$ cat src/rtl/gtp_pkg.sv
package gtp_pkg;

    localparam int unsigned BYTE_BITS  = 8;
    localparam int unsigned WORD_BYTES = 4;
    localparam int unsigned WORD_BITS  = BYTE_BITS * WORD_BYTES;
    localparam int unsigned COPIES     = 3;

    typedef logic [BYTE_BITS-1:0] byte_t;

    // One packed byte travelling from an engine to the word packer.
    typedef struct packed {
        logic  last;
        byte_t data;
    } lane_t;

    typedef enum logic {
        JOB_IDLE,
        JOB_RUN
    } job_state_e;

    // Number of whole bytes needed to hold a row of n single-bit pixels.
    function automatic int unsigned row_bytes(input int unsigned n);
        return (n + BYTE_BITS - 1) / BYTE_BITS;
    endfunction

endpackage

$ cat src/rtl/gtp_tripler.sv
module gtp_tripler
    import gtp_pkg::*;
#(
    parameter int unsigned W_BITS = 10,
    parameter int unsigned H_BITS = 8
) (
    input  logic              clk,
    input  logic              rst,
    input  logic              load,
    input  logic [W_BITS-1:0] cfg_w,
    input  logic [H_BITS-1:0] cfg_h,
    input  byte_t             in_data,
    input  logic              in_valid,
    output logic              in_ready,
    input  logic              hold,
    output lane_t             lane_o,
    output logic              lane_valid,
    input  logic              lane_ready
);

    localparam int unsigned REP_W   = $clog2(COPIES);
    localparam int unsigned IDX_W   = $clog2(BYTE_BITS);
    localparam logic [REP_W-1:0] REP_LAST = REP_W'(COPIES - 1);
    localparam logic [IDX_W-1:0] IDX_TOP  = IDX_W'(BYTE_BITS - 1);

    logic              active;
    logic              src_ok;
    logic              src_done;
    byte_t             src_q;
    logic [IDX_W-1:0]  src_bit;
    logic [REP_W-1:0]  rep;
    logic [W_BITS-1:0] width_q;
    logic [W_BITS-1:0] pix_left;
    logic [H_BITS-1:0] rows_left;
    byte_t             ob_q;
    byte_t             ob_next;
    logic [IDX_W-1:0]  ob_idx;
    logic              ob_full;
    logic              ob_last;

    logic step;
    logic pix_done;
    logic row_end;
    logic close_byte;
    logic take_in;
    logic hand_off;

    assign in_ready   = active && !src_ok && !src_done && !hold;
    assign take_in    = in_valid && in_ready;
    assign step       = active && src_ok && !ob_full;
    assign pix_done   = (rep == REP_LAST);
    assign row_end    = pix_done && (pix_left == W_BITS'(1));
    assign close_byte = (ob_idx == '0) || row_end;
    assign lane_valid = ob_full;
    assign lane_o     = '{last: ob_last, data: ob_q};
    assign hand_off   = lane_valid && lane_ready;

    always_comb begin
        ob_next         = ob_q;
        ob_next[ob_idx] = src_q[src_bit];
    end

    always_ff @(posedge clk) begin
        if (rst) begin
            active    <= 1'b0;
            src_ok    <= 1'b0;
            src_done  <= 1'b0;
            src_q     <= '0;
            src_bit   <= IDX_TOP;
            rep       <= '0;
            width_q   <= '0;
            pix_left  <= '0;
            rows_left <= '0;
            ob_q      <= '0;
            ob_idx    <= IDX_TOP;
            ob_full   <= 1'b0;
            ob_last   <= 1'b0;
        end else if (load) begin
            active    <= 1'b1;
            src_ok    <= 1'b0;
            src_done  <= 1'b0;
            src_bit   <= IDX_TOP;
            rep       <= '0;
            width_q   <= cfg_w;
            pix_left  <= cfg_w;
            rows_left <= cfg_h;
            ob_q      <= '0;
            ob_idx    <= IDX_TOP;
            ob_full   <= 1'b0;
            ob_last   <= 1'b0;
        end else begin
            if (take_in) begin
                src_q   <= in_data;
                src_ok  <= 1'b1;
                src_bit <= IDX_TOP;
            end
            if (step) begin
                ob_q <= ob_next;
                rep  <= pix_done ? '0 : rep + REP_W'(1);
                if (close_byte) begin
                    ob_idx  <= IDX_TOP;
                    ob_full <= 1'b1;
                end else begin
                    ob_idx <= ob_idx - IDX_W'(1);
                end
                if (pix_done) begin
                    src_bit  <= src_bit - IDX_W'(1);
                    pix_left <= pix_left - W_BITS'(1);
                    if (src_bit == '0 || row_end) begin
                        src_ok <= 1'b0;
                    end
                end
                if (row_end) begin
                    pix_left  <= width_q;
                    rows_left <= rows_left - H_BITS'(1);
                    if (rows_left == H_BITS'(1)) begin
                        src_done <= 1'b1;
                        ob_last  <= 1'b1;
                    end
                end
            end
            if (hand_off) begin
                ob_full <= 1'b0;
                ob_q    <= '0;
                ob_last <= 1'b0;
                if (ob_last) begin
                    active <= 1'b0;
                end
            end
        end
    end

endmodule

$ cat src/rtl/gtp_passthru.sv
module gtp_passthru
    import gtp_pkg::*;
#(
    parameter int unsigned W_BITS = 10,
    parameter int unsigned H_BITS = 8
) (
    input  logic              clk,
    input  logic              rst,
    input  logic              load,
    input  logic [W_BITS-1:0] cfg_w,
    input  logic [H_BITS-1:0] cfg_h,
    input  byte_t             in_data,
    input  logic              in_valid,
    output logic              in_ready,
    output lane_t             lane_o,
    output logic              lane_valid,
    input  logic              lane_ready
);

    localparam int unsigned SHIFT = $clog2(BYTE_BITS);
    localparam int unsigned BPR_W = W_BITS - SHIFT + 1;
    localparam int unsigned CNT_W = BPR_W + H_BITS;

    logic              active;
    logic [CNT_W-1:0]  left;
    logic [W_BITS:0]   w_round;
    logic [BPR_W-1:0]  per_row;
    logic [CNT_W-1:0]  total;
    logic              xfer;

    assign w_round = {1'b0, cfg_w} + (W_BITS + 1)'(BYTE_BITS - 1);
    assign per_row = w_round[W_BITS:SHIFT];
    assign total   = CNT_W'(per_row) * CNT_W'(cfg_h);

    assign lane_valid = active && in_valid;
    assign in_ready   = active && lane_ready;
    assign lane_o     = '{last: (left == CNT_W'(1)), data: in_data};
    assign xfer       = lane_valid && lane_ready;

    always_ff @(posedge clk) begin
        if (rst) begin
            active <= 1'b0;
            left   <= '0;
        end else if (load) begin
            active <= 1'b1;
            left   <= total;
        end else if (xfer) begin
            left <= left - CNT_W'(1);
            if (left == CNT_W'(1)) begin
                active <= 1'b0;
            end
        end
    end

endmodule

$ cat src/rtl/gtp_word_pack.sv
module gtp_word_pack
    import gtp_pkg::*;
(
    input  logic                 clk,
    input  logic                 rst,
    input  lane_t                lane_i,
    input  logic                 lane_valid,
    output logic                 lane_ready,
    output logic [WORD_BITS-1:0] out_data,
    output logic                 out_valid,
    input  logic                 out_ready,
    output logic                 out_final
);

    localparam int unsigned IDX_W = $clog2(WORD_BYTES);

    logic [IDX_W-1:0] slot;
    logic             full;
    logic             final_q;
    logic             take_in;
    logic             take_out;
    logic             seal;

    assign lane_ready = !full;
    assign take_in    = lane_valid && lane_ready;
    assign out_valid  = full;
    assign take_out   = full && out_ready;
    assign out_final  = final_q;
    assign seal       = (slot == IDX_W'(WORD_BYTES - 1)) || lane_i.last;

    for (genvar g = 0; g < WORD_BYTES; g++) begin : g_slot
        byte_t slot_q;
        always_ff @(posedge clk) begin
            if (rst || take_out) begin
                slot_q <= '0;
            end else if (take_in && slot == IDX_W'(g)) begin
                slot_q <= lane_i.data;
            end
        end
        assign out_data[g*BYTE_BITS +: BYTE_BITS] = slot_q;
    end

    always_ff @(posedge clk) begin
        if (rst) begin
            slot    <= '0;
            full    <= 1'b0;
            final_q <= 1'b0;
        end else if (take_out) begin
            full    <= 1'b0;
            final_q <= 1'b0;
        end else if (take_in) begin
            if (seal) begin
                slot    <= '0;
                full    <= 1'b1;
                final_q <= lane_i.last;
            end else begin
                slot <= slot + IDX_W'(1);
            end
        end
    end

endmodule

$ cat src/rtl/glyph_triple_packer.sv
module glyph_triple_packer
    import gtp_pkg::*;
#(
    parameter int unsigned W_BITS = 10,
    parameter int unsigned H_BITS = 8
) (
    input  logic              clk,
    input  logic              rst,
    input  logic              start,
    input  logic [W_BITS-1:0] cfg_width,
    input  logic [H_BITS-1:0] cfg_height,
    input  logic              cfg_passthru,
    input  logic [7:0]        in_data,
    input  logic              in_valid,
    output logic              in_ready,
    output logic [31:0]       out_data,
    output logic              out_valid,
    input  logic              out_ready,
    output logic              done
);

    job_state_e state;
    logic       pass_q;
    logic       done_q;
    logic       job_busy;
    logic       zero_dim;
    logic       take;
    logic       load_tr;
    logic       load_bp;

    lane_t tr_lane;
    lane_t bp_lane;
    lane_t pk_lane;
    logic  tr_lane_v;
    logic  bp_lane_v;
    logic  pk_lane_v;
    logic  pk_lane_rdy;
    logic  tr_in_rdy;
    logic  bp_in_rdy;
    logic  pk_final;

    assign job_busy = (state == JOB_RUN);
    assign zero_dim = (cfg_width == '0) || (cfg_height == '0);
    assign take     = start && (state == JOB_IDLE);
    assign load_tr  = take && !zero_dim && !cfg_passthru;
    assign load_bp  = take && !zero_dim && cfg_passthru;

    gtp_tripler #(.W_BITS(W_BITS), .H_BITS(H_BITS)) u_tripler (
        .clk        (clk),
        .rst        (rst),
        .load       (load_tr),
        .cfg_w      (cfg_width),
        .cfg_h      (cfg_height),
        .in_data    (in_data),
        .in_valid   (in_valid),
        .in_ready   (tr_in_rdy),
        .hold       (out_valid),
        .lane_o     (tr_lane),
        .lane_valid (tr_lane_v),
        .lane_ready (pk_lane_rdy)
    );

    gtp_passthru #(.W_BITS(W_BITS), .H_BITS(H_BITS)) u_passthru (
        .clk        (clk),
        .rst        (rst),
        .load       (load_bp),
        .cfg_w      (cfg_width),
        .cfg_h      (cfg_height),
        .in_data    (in_data),
        .in_valid   (in_valid),
        .in_ready   (bp_in_rdy),
        .lane_o     (bp_lane),
        .lane_valid (bp_lane_v),
        .lane_ready (pk_lane_rdy)
    );

    assign pk_lane   = pass_q ? bp_lane   : tr_lane;
    assign pk_lane_v = pass_q ? bp_lane_v : tr_lane_v;
    assign in_ready  = pass_q ? bp_in_rdy : tr_in_rdy;

    gtp_word_pack u_pack (
        .clk        (clk),
        .rst        (rst),
        .lane_i     (pk_lane),
        .lane_valid (pk_lane_v),
        .lane_ready (pk_lane_rdy),
        .out_data   (out_data),
        .out_valid  (out_valid),
        .out_ready  (out_ready),
        .out_final  (pk_final)
    );

    always_ff @(posedge clk) begin
        if (rst) begin
            state  <= JOB_IDLE;
            pass_q <= 1'b0;
            done_q <= 1'b0;
        end else begin
            done_q <= 1'b0;
            if (take) begin
                pass_q <= cfg_passthru;
                if (zero_dim) begin
                    done_q <= 1'b1;
                end else begin
                    state <= JOB_RUN;
                end
            end
            if (job_busy && out_valid && out_ready && pk_final) begin
                state  <= JOB_IDLE;
                done_q <= 1'b1;
            end
        end
    end

    assign done = done_q;

endmodule

$ cat config.mk
export PLATFORM = sky130hd
export DESIGN_NAME = glyph_triple_packer
export DESIGN_NICKNAME = d
export VERILOG_FILES = /design/src/rtl/gtp_pkg.sv /design/src/rtl/gtp_tripler.sv /design/src/rtl/gtp_passthru.sv /design/src/rtl/gtp_word_pack.sv /design/src/rtl/glyph_triple_packer.sv
export SDC_FILE = /design/constraint.sdc
export NUM_CORES = 1
export LEC_CHECK = 0
export ABC_AREA = 1
export BUFFER_PORTS_ARGS = -buffer_cell sky130_fd_sc_hd__buf_4
export CAP_MARGIN = 20
export CELL_PAD_IN_SITES_DETAIL_PLACEMENT = 1
export CELL_PAD_IN_SITES_GLOBAL_PLACEMENT = 1
export CORE_ASPECT_RATIO = 0.9
export CORE_MARGIN = 2
export CORE_UTILIZATION = 44
export DETAILED_ROUTE_END_ITERATION = 6
export GPL_ROUTABILITY_DRIVEN = 0
export HOLD_SLACK_MARGIN = 0.15
export MAX_ROUTING_LAYER = met4
export PLACE_DENSITY_LB_ADDON = 0.1
export RECOVER_POWER = 25
export SETUP_SLACK_MARGIN = 0.3
export SYNTH_ARGS = -nofsm -noshare
export SYNTH_HDL_FRONTEND = slang
export SYNTH_SLANG_ARGS = --single-unit
$ cat constraint.sdc
create_clock -name clk -period 6.6 [get_ports clk]
set_clock_uncertainty 0.15 [all_clocks]
set_input_delay 0.33 -clock clk [delete_from_list [all_inputs] [get_ports clk]]
set_output_delay 0.33 -clock clk [all_outputs]
set_load 0.01 [all_outputs]
==> results of run 1 <==
==> stage by stage <==
step	total power, mW	hold slack, ps	instance area [um^2]	util
5_1_grt	2.90	171	9330	0.530
3_3_place_gp	1.68	303	8580	0.487
4_1_cts	2.71	152	9460	0.537
6_report	2.69	174	9330	0.530
3_5_place_dp	1.71	307	8580	0.487
2_1_floorplan	1.43	279	7910	-
==> repair_timing <==
action / 4_1_cts / 5_1_grt
endpoints found under the hold margin: 28 / 0
hold buffers: 25 / 0
setup endpoints to repair: 0 / 0
==> where the power goes <==
part | internal (mW) | leakage [nW] | switching [mW]
clock network | 0.606 | 0.303 | 0.373
registers | 0.718 | 0.919 | 0.0318
logic | 0.345 | 3.21 | 0.619
total | 1.67 | 4.43 | 1.02
==> worst min-delay path by stage <==
stage                     depth (start not counted)                                 to  slack [ps]                              start
after global placement                            2  u_tripler.width_q[1]$_SDFFE_PP0P_         300  u_tripler.width_q[1]$_SDFFE_PP0P_
final                                             3  u_tripler.width_q[9]$_SDFFE_PP0P_         170                       cfg_width[9]
after global routing                              3  u_tripler.width_q[9]$_SDFFE_PP0P_         170                       cfg_width[9]
after floorplan                                   2    u_tripler.src_q[7]$_SDFFE_PP0P_         280    u_tripler.src_q[7]$_SDFFE_PP0P_
after CTS                                         3  u_tripler.width_q[8]$_SDFFE_PP0P_         150                       cfg_width[8]
after detailed placement                          2  u_tripler.width_q[2]$_SDFFE_PP0P_         310  u_tripler.width_q[2]$_SDFFE_PP0P_
==> layer usage <==
layer	up-vias	global-route usage	wire (um)
li1	3808	-	-
met1	3796	0.364	11800
met2	155	0.449	11900
met3	34	0.0514	1090
met4	0	0.0643	477
met5	-	-	0
==> placed cells by master (no fill, tap or decap), drive strengths merged <==
cell / Yosys / layout
inv: 184 / 190
o21a: 1 / 1
o221ai: 1 / 1
ha: 50 / 50
a21oi: 94 / 94
clkbuf: 7 / 52
bufinv: 0 / 3
xor2: 21 / 21
or2: 2 / 2
dfxtp: 113 / 113
nand3b: 2 / 2
clkinvlp: 0 / 1
o21ai: 89 / 89
nor3: 2 / 2
xnor2: 5 / 5
nand4: 14 / 14
nand2: 250 / 250
nor4: 1 / 1
a211oi: 3 / 3
fa: 36 / 36
and3: 1 / 1
buf: 15 / 33
o21bai: 2 / 2
a31oi: 4 / 4
o211ai: 4 / 4
dlygate4sd3: 0 / 25
o22ai: 8 / 8
nand3: 64 / 64
clkinv: 1 / 6
a22oi: 2 / 2
nor2: 165 / 165
==> cells by family after synthesis <==
kind of cell | Yosys count
simple gates | 501
compound gates | 208
buf+inv | 207
flops | 113
fa+ha+maj | 86
xor+xnor | 26
==> area by class of cell <==
| cell class | instances | area [um^2] |
|---|---|---|
| Inverter | 185 | 694 |
| Multi-Input combinational cell | 821 | 4810 |
| Tap cell | 240 | 300 |
| Clock buffer | 17 | 425 |
| Fill cell | 2338 | 8280 |
| Sequential cell | 113 | 2260 |
| Clock inverter | 15 | 199 |
| Timing Repair Buffer | 93 | 633 |
==> registers in the layout, indices dropped and copies added, names as in the netlist, 3 cells and up <==
name / cells
u_pack.g_slot.slot_q: 32
u_passthru.left: 16
u_tripler.ob_idx: 3
u_tripler.ob_q: 8
u_tripler.pix_left: 10
u_tripler.rows_left: 8
u_tripler.src_bit: 3
u_tripler.src_q: 8
u_tripler.width_q: 10
==> critical path: cells and delay by family <==
family	cells	cell delay, ps
AO/OA/AOI/OAI	2	250
adder cells (fa/ha/maj)	5	2490
buffers and inverters	9	1130
AND/OR/NAND/NOR	14	1520
==> metrics, run 1 <==
status finished clean; IO Count 67; Final WS setup about 1000 ps; actual slew at the worst max-slew pin around 960 ps; FMAX around 180 MHz; main combinational cell family by area after synthesis simple AND/OR/NAND/NOR gates; Final min period 5580 ps; Mapped Area about 0.0079 mm^2; RSZ-0062 raised after global routing no; synth-to-layout area growth 18.0%; Arr. time, crit path 5720 ps; xor/xnor share of the synthesized area 0.0288; Synth area leaders dfxtp_1 29%, nand2_1 11%, fa_1 9.1%; Die Ht roughly 130 um; Clock Latency Late Sink just over 400 ps; worst-path fanout max 6; DRC Markers 0; pre-CTS WS between 1000 and 1500 ps; final std cells w/o fill between 1000 and 1500; htree depth 4; post-cts resize count 0; Post-synth top cells 237 x nand2_1, 160 x inv_1, 155 x nor2_1; crit path from cfg_width[2]; post-route clock period utilization 0.846; flops & latches, synth 113; share of cells above drive strength 1 0.0965; CP dominant cell by count nand2_1; post-synth cell types 40; most frequent cell after synthesis nand2_1; final-report max-slew violation count 0; final setup vio count 0; Clock Root Buffer clkbuf_16; Mapped Nets about 1300; vias in the first global route roughly 8100; largest stage delay on the critical path 610 ps; Starting Density 0.449; post-CTS setup repair buffer count 0; Post-synth EDFFs 0; Required @ worst endpoint between 6000 and 7000 ps; Compound-Gate Fraction of Synth Area 0.138; CP Capture Type flip-flop; Hold WC Path Type in2reg; Max-cap violations 0; Iteration-0 DRC Markers between 300 and 400; adder-cell share of the synthesized area 0.170; reg2reg end u_pack.g_slot[0].slot_q[0]$_SDFFE_PP0P_; register area share after synthesis 0.286; simple-gate share of the synthesized area 0.272; Sink Count 113; total track usage 0.278; pin count of the biggest net entering global routing 39; first-pass GRT wire length approximately 42 mm; Yosys warnings 0; area of the core between 0.015 and 0.02 mm^2; Via density approximately 5.3; CTS tree yes; full die area ~0.019 mm^2; post-synth top area cell dfxtp_1; maximum VDD drop about 0.22 mV; global route total overflow 0; r2r setup slk approximately 4200 ps; First-pass DRT Iterations 5; r2r startpoint pass_q$_SDFFE_PP0P_; Detail Placement HPWL around 18 mm; detailed-route wire length roughly 25 mm; # port buffers 66; Post-synth ARST share 0; post-synthesis mux area share 0; critical path endpoint u_passthru.left[9]$_SDFFE_PP0P_; Die Span X about 150 um; final-report hold violation count 0; Routed Antenna Nets 0; critical path launch point type primary input; critical path class in2reg; Leak ~4.4 nW; Worst slew margin 0.361; Antenna diodes 0; Vias around 7800; CTS buffer count 17; Placed Cells incl. Taps 1427; post-synth top area share 0.286; cells on worst reg2reg path 6; Setup TNS 0 ps; Avg Inst Size Synth ~7 um^2; num rows 46; nets about 1300; Power Density ~290 mW/mm^2; ys flop type dfxtp_1; CP max-delay cell fa_1; Syn Inst Count around 1100; Clock Pin Slew Worst Setup and Hold Paths approximately 60 ps; Avg WL per Cell 17.0 um; clock buffer depth 2; initial antenna violation count 0
(Power assumes the default switching activity.)
==> inputs of run 2 (changes only) <==
==> constraint.sdc (replaced) <==
create_clock -name clk -period 5.5 [get_ports clk]
set_clock_uncertainty 0.15 [all_clocks]
set_input_delay 0.275 -clock clk [delete_from_list [all_inputs] [get_ports clk]]
set_output_delay 0.275 -clock clk [all_outputs]
set_load 0.01 [all_outputs]
==> run 2 against run 1 <==
  * Core utilization is 0.86 points higher
  * Routed wire length is 0.85% higher
  * Power is 23% higher
  * Die area stayed put
  * Sequential cell count stayed put
  * Cell area is 1.6% higher
  * Cell count is 0.54% higher
  * Global-route usage is 0.14 points lower
  * Clock-buffer cell count stayed put
  * Highest routed layer unchanged
  * First-iteration DRC count is 20% lower
==> metrics, run 2 (synthesis results as in run 1) <==
Power Density 351 mW/mm^2; Placed Area 0.00861 mm^2; Die Span X between 100 and 150 um; htree depth 4; synth-to-layout area growth 19.9%; CP Capture Type flip-flop; nets 1357; Worst slew margin 0.102; first-pass GRT wire length between 40 and 50 mm; Clock Pin Slew Worst Setup and Hold Paths around 60 ps; most common cell after layout, fill and taps aside nand2_1; # port buffers 66; top flop regs u_pack.g_slot.slot_q x32, u_passthru.left x16; Largest Register u_pack.g_slot.slot_q; cells on worst reg2reg path 8; num rows between 40 and 50; final setup vio count 0; Avg WL per Cell 17.0 um; actual slew at the worst max-slew pin around 1300 ps; critical path launch point type primary input; Setup TNS 0 ps; maximum VDD drop 0.194 mV; Sink Count roughly 110; Detail Placement HPWL approximately 18 mm; Iteration-0 DRC Markers just over 300; max reg flops 32; Vias 7830; Hold WC Path Type in2reg; Antenna diodes 0; critical path class in2reg; Die Ht approximately 130 um; area of the core around 0.018 mm^2; RSZ-0062 raised after global routing no; Max-cap violations 0; Final min period about 4900 ps; share of cells above drive strength 1 0.113; r2r startpoint job_busy$_SDFFE_PP0P_; Starting Density 0.449; IO Count 67; FMAX 203 MHz; crit path from cfg_width[5]; most frequent cells in the layout 231 x nand2_1, 160 x inv_1, 150 x nor2_1; r2r setup slk about 2600 ps; reg2reg end u_tripler.pix_left[2]$_SDFFE_PP0P_; final-report hold violation count 0; worst-path fanout max 6; final std cells w/o fill 1492; Global Route met2 Usage 0.451; Arr. time, crit path a little over 5000 ps; status finished clean; final-report max-slew violation count 0; Leak ~4.5 nW; Clock Root Buffer clkbuf_16; Routed Antenna Nets 0; total track usage 0.277; vias in the first global route approximately 8300; clock buffer depth 2; Placed Cells incl. Taps around 1400; initial antenna violation count 0; GRT met3 Usage 0.0434; post-route clock period utilization 0.895; Via density 5.25; CTS buffer count 17; global route total overflow 0; pin count of the biggest net entering global routing 39; DRC Markers 0; final total power 3.32 mW; Clock Latency Late Sink ~420 ps; full die area 0.0191 mm^2; detailed-route wire length 25.4 mm; layer with the highest usage met2; critical path endpoint u_passthru.left[9]$_SDFFE_PP0P_; min-delay src rst; design area 0.00948 mm^2; First-pass DRT Iterations 4; CTS tree yes; GR Util met1 0.364; FILL cells 2365; Required @ worst endpoint 5640 ps
==> run 2: cell types whose count changed in the layout (fill, tap and decap cells not counted), sizes merged <==
cell,delta
dlygate4sd3,+3
buf,+5
==> run 2: how the worst min path moves through the flow <==
stage	end	cells after the start
global route	u_passthru.left[4]$_SDFFE_PP0P_	2
global placement	u_tripler.width_q[1]$_SDFFE_PP0P_	2
CTS	u_passthru.left[6]$_SDFFE_PP0P_	2
detailed placement	u_tripler.width_q[2]$_SDFFE_PP0P_	2
floorplan	u_tripler.rows_left[4]$_SDFFE_PP0P_	2
finish	u_passthru.left[6]$_SDFFE_PP0P_	2
==> run 2: report_power, final <==
group / switching (mW) / internal, mW / leakage [nW]
logic: 0.775 / 0.465 / 3.24
clock network: 0.457 / 0.728 / 0.303
registers: 0.0384 / 0.861 / 0.919
total: 1.27 / 2.05 / 4.46
==> run 2: metrics by stage <==
step	setup slack, ps	utilization	hold WS [ps]
2_1_floorplan	867	-	266
3_3_place_gp	352	0.489	303
3_5_place_dp	218	0.489	308
4_1_cts	351	0.540	163
5_1_grt	237	0.538	182
6_report	578	0.538	182
==> run 2: final cells by class <==
type / count / area [um^2] / area share
clock buffer: 17 / 425 / 0.0449
clock inverter: 15 / 199 / 0.0210
inverter: 185 / 694 / 0.0732
multi-input combinational: 821 / 4900 / 0.517
sequential: 113 / 2260 / 0.239
tap: 240 / 300 / 0.0317
timing repair buffer: 101 / 701 / 0.0739
==> run 2: worst max-delay path: stages <==
cell,delay [ps]
dlygate4sd3_1,540
buf_4,150
inv_2,70
nor2_2,50
nand2_2,100
nor2_4,70
or2_2,320
nand2_4,120
inv_1,70
nand2_1,80
fa_1,430
fa_1,490
inv_1,60
fa_1,530
inv_1,50
fa_1,530
inv_1,100
ha_4,270
nand2_1,110
inv_1,80
a21oi_2,160
nand2_1,70
nand2_1,50
nand2_1,40
inv_1,50
nand2_1,40
nand3_1,100
a21oi_1,70
==> run 2: repair_timing <==
action,in CTS,in global routing
hold buffers,28,0
setup endpoints to repair,0,9
endpoints found under the hold margin,34,0
buffers inserted,0,2
resized for setup,0,24
==> run 2: layer usage <==
metal | vias to the layer above | share of wire
li1 | 3839 | -
met1 | 3830 | 0.48
met3 | 31 | 0.032
met5 | - | 0
met2 | 130 | 0.48
met4 | 0 | 0.013
==> inputs of run 3 (changes only) <==
--- a/config.mk
+++ b/config.mk
@@ -18,7 +18,7 @@
 export HOLD_SLACK_MARGIN = 0.15
 export MAX_ROUTING_LAYER = met4
 export PLACE_DENSITY_LB_ADDON = 0.1
-export RECOVER_POWER = 25
+export RECOVER_POWER = 100
 export SETUP_SLACK_MARGIN = 0.3
 export SYNTH_ARGS = -nofsm -noshare
 export SYNTH_HDL_FRONTEND = slang
==> run 3 against run 2 <==
  * Core utilization decreased by 0.25 points
  * Combinational power barely moved
  * Die area is the same
  * Critical path depth is 1 lower
  * Largest power group unchanged
==> metrics, run 3 (synthesis results as in run 1) <==
status finished clean; Final WS setup ~480 ps; Arr. time, crit path 5240 ps; Detail Placement HPWL 18.1 mm; global route total overflow 0; CP max-delay cell dlygate4sd3_1; Power Density ~350 mW/mm^2; post-route clock period utilization 0.913; critical path launch point type primary input; max reg flops 32; clock buffer depth 2; largest stage delay on the critical path about 540 ps; Worst Hold Margin 178 ps; Routed Antenna Nets 0; final total power 3.31 mW; Avg WL per Cell roughly 17 um; num rows 46; # port buffers 66; Largest Register u_pack.g_slot.slot_q; reg2reg end u_tripler.ob_q[6]$_SDFFE_PP0P_; first-pass GRT wire length approximately 42 mm; Starting Density 0.449; worst-path fanout max 6; CTS tree yes; nets around 1400; initial antenna violation count 0; hold path depth 2; maximum VDD drop between 0.15 and 0.2 mV; total track usage 0.277; Iteration-0 DRC Markers approximately 360; Leak ~4.5 nW; CTS buffer count 17; Worst slew margin 0.180; Final min period around 5000 ps; Via density between 5 and 6; CP Buf/Inv Count 8; detailed-route wire length about 25 mm; Antenna diodes 0; Die Span X 145 um; cells on worst reg2reg path 8; final-report max-slew violation count 0; pin count of the biggest net entering global routing 39; hold endpoint u_passthru.left[6]$_SDFFE_PP0P_; Worst path top cell family by delay adder cells; most frequent cells in the layout 238 x nand2_1, 170 x inv_1, 153 x nor2_1; Max-cap violations 0; Clock Root Buffer clkbuf_16; critical path class in2reg; CP Capture Type flip-flop; Setup TNS 0 ps; htree depth 4; Placed Cells incl. Taps about 1400; Sink Count roughly 110; final setup vio count 0; top flop regs u_pack.g_slot.slot_q x32, u_passthru.left x16; Clock Latency Late Sink about 420 ps; final std cells w/o fill ~1500; share of cells above drive strength 1 0.0942; Clock Pin Slew Worst Setup and Hold Paths 60 ps; RSZ-0062 raised after global routing no; DRC Markers 0; Required @ worst endpoint 5720 ps; synth-to-layout area growth 19.3%; actual slew at the worst max-slew pin around 1200 ps; Die Ht 131 um; min-delay src rst; vias in the first global route roughly 8300; most common cell after layout, fill and taps aside nand2_1; Vias roughly 8000; r2r setup slk ~2200 ps; full die area 0.0191 mm^2; r2r startpoint job_busy$_SDFFE_PP0P_; IO Count 67; area of the core around 0.018 mm^2; Hold WC Path Type in2reg; pre-CTS WS 218 ps; First-pass DRT Iterations 5; FMAX 199 MHz; final-report hold violation count 0
-- run 3: per-stage QoR --
step / utilization / area (um^2)
floorplan: - / 7910
global placement: 0.489 / 8610
detailed placement: 0.489 / 8610
CTS: 0.540 / 9510
global route: 0.536 / 9440
finish: 0.536 / 9440
-- run 3: area by class of cell --
| type | count | area, um^2 |
|---|---|---|
| Timing Repair Buffer | 101 | 697 |
| Inverter | 185 | 694 |
| Clock inverter | 15 | 199 |
| Clock buffer | 17 | 425 |
| Multi-Input combinational cell | 821 | 4860 |
| Tap cell | 240 | 300 |
| Sequential cell | 113 | 2260 |
| Fill cell | 2370 | 8180 |
-- run 3: how the worst max path moves through the flow --
| stage | startpoint | to | slack (ps) | depth (start not counted) |
|---|---|---|---|---|
| floorplan | cfg_width[0] | u_passthru.left[9]$_SDFFE_PP0P_ | 870 | 28 |
| global placement | cfg_width[0] | u_passthru.left[9]$_SDFFE_PP0P_ | 350 | 29 |
| detailed placement | cfg_width[0] | u_passthru.left[9]$_SDFFE_PP0P_ | 220 | 29 |
| CTS | cfg_width[5] | u_passthru.left[10]$_SDFFE_PP0P_ | 350 | 25 |
| global route | cfg_width[5] | u_passthru.left[10]$_SDFFE_PP0P_ | 120 | 27 |
| finish | cfg_width[5] | u_passthru.left[10]$_SDFFE_PP0P_ | 480 | 27 |
-- run 3: power breakdown --
part / internal [mW] / switching [mW] / leakage (nW)
logic: 0.461 / 0.768 / 3.24
registers: 0.861 / 0.0384 / 0.919
clock network: 0.728 / 0.457 / 0.303
-- run 3: per-layer routing --
metal | vias to the layer above | track usage | routed length [um]
li1 | 3829 | - | -
met1 | 3810 | 0.364 | 12200
met2 | 123 | 0.451 | 12200
met3 | 28 | 0.0434 | 748
met4 | 0 | 0.0626 | 282
met5 | - | - | 0
-- run 3: what timing repair did --
action,in CTS,in global routing
hold buffers,28,0
endpoints found under the hold margin,34,0
endpoints found under the setup margin,0,9
gates resized for setup,0,24
buffers inserted,0,2
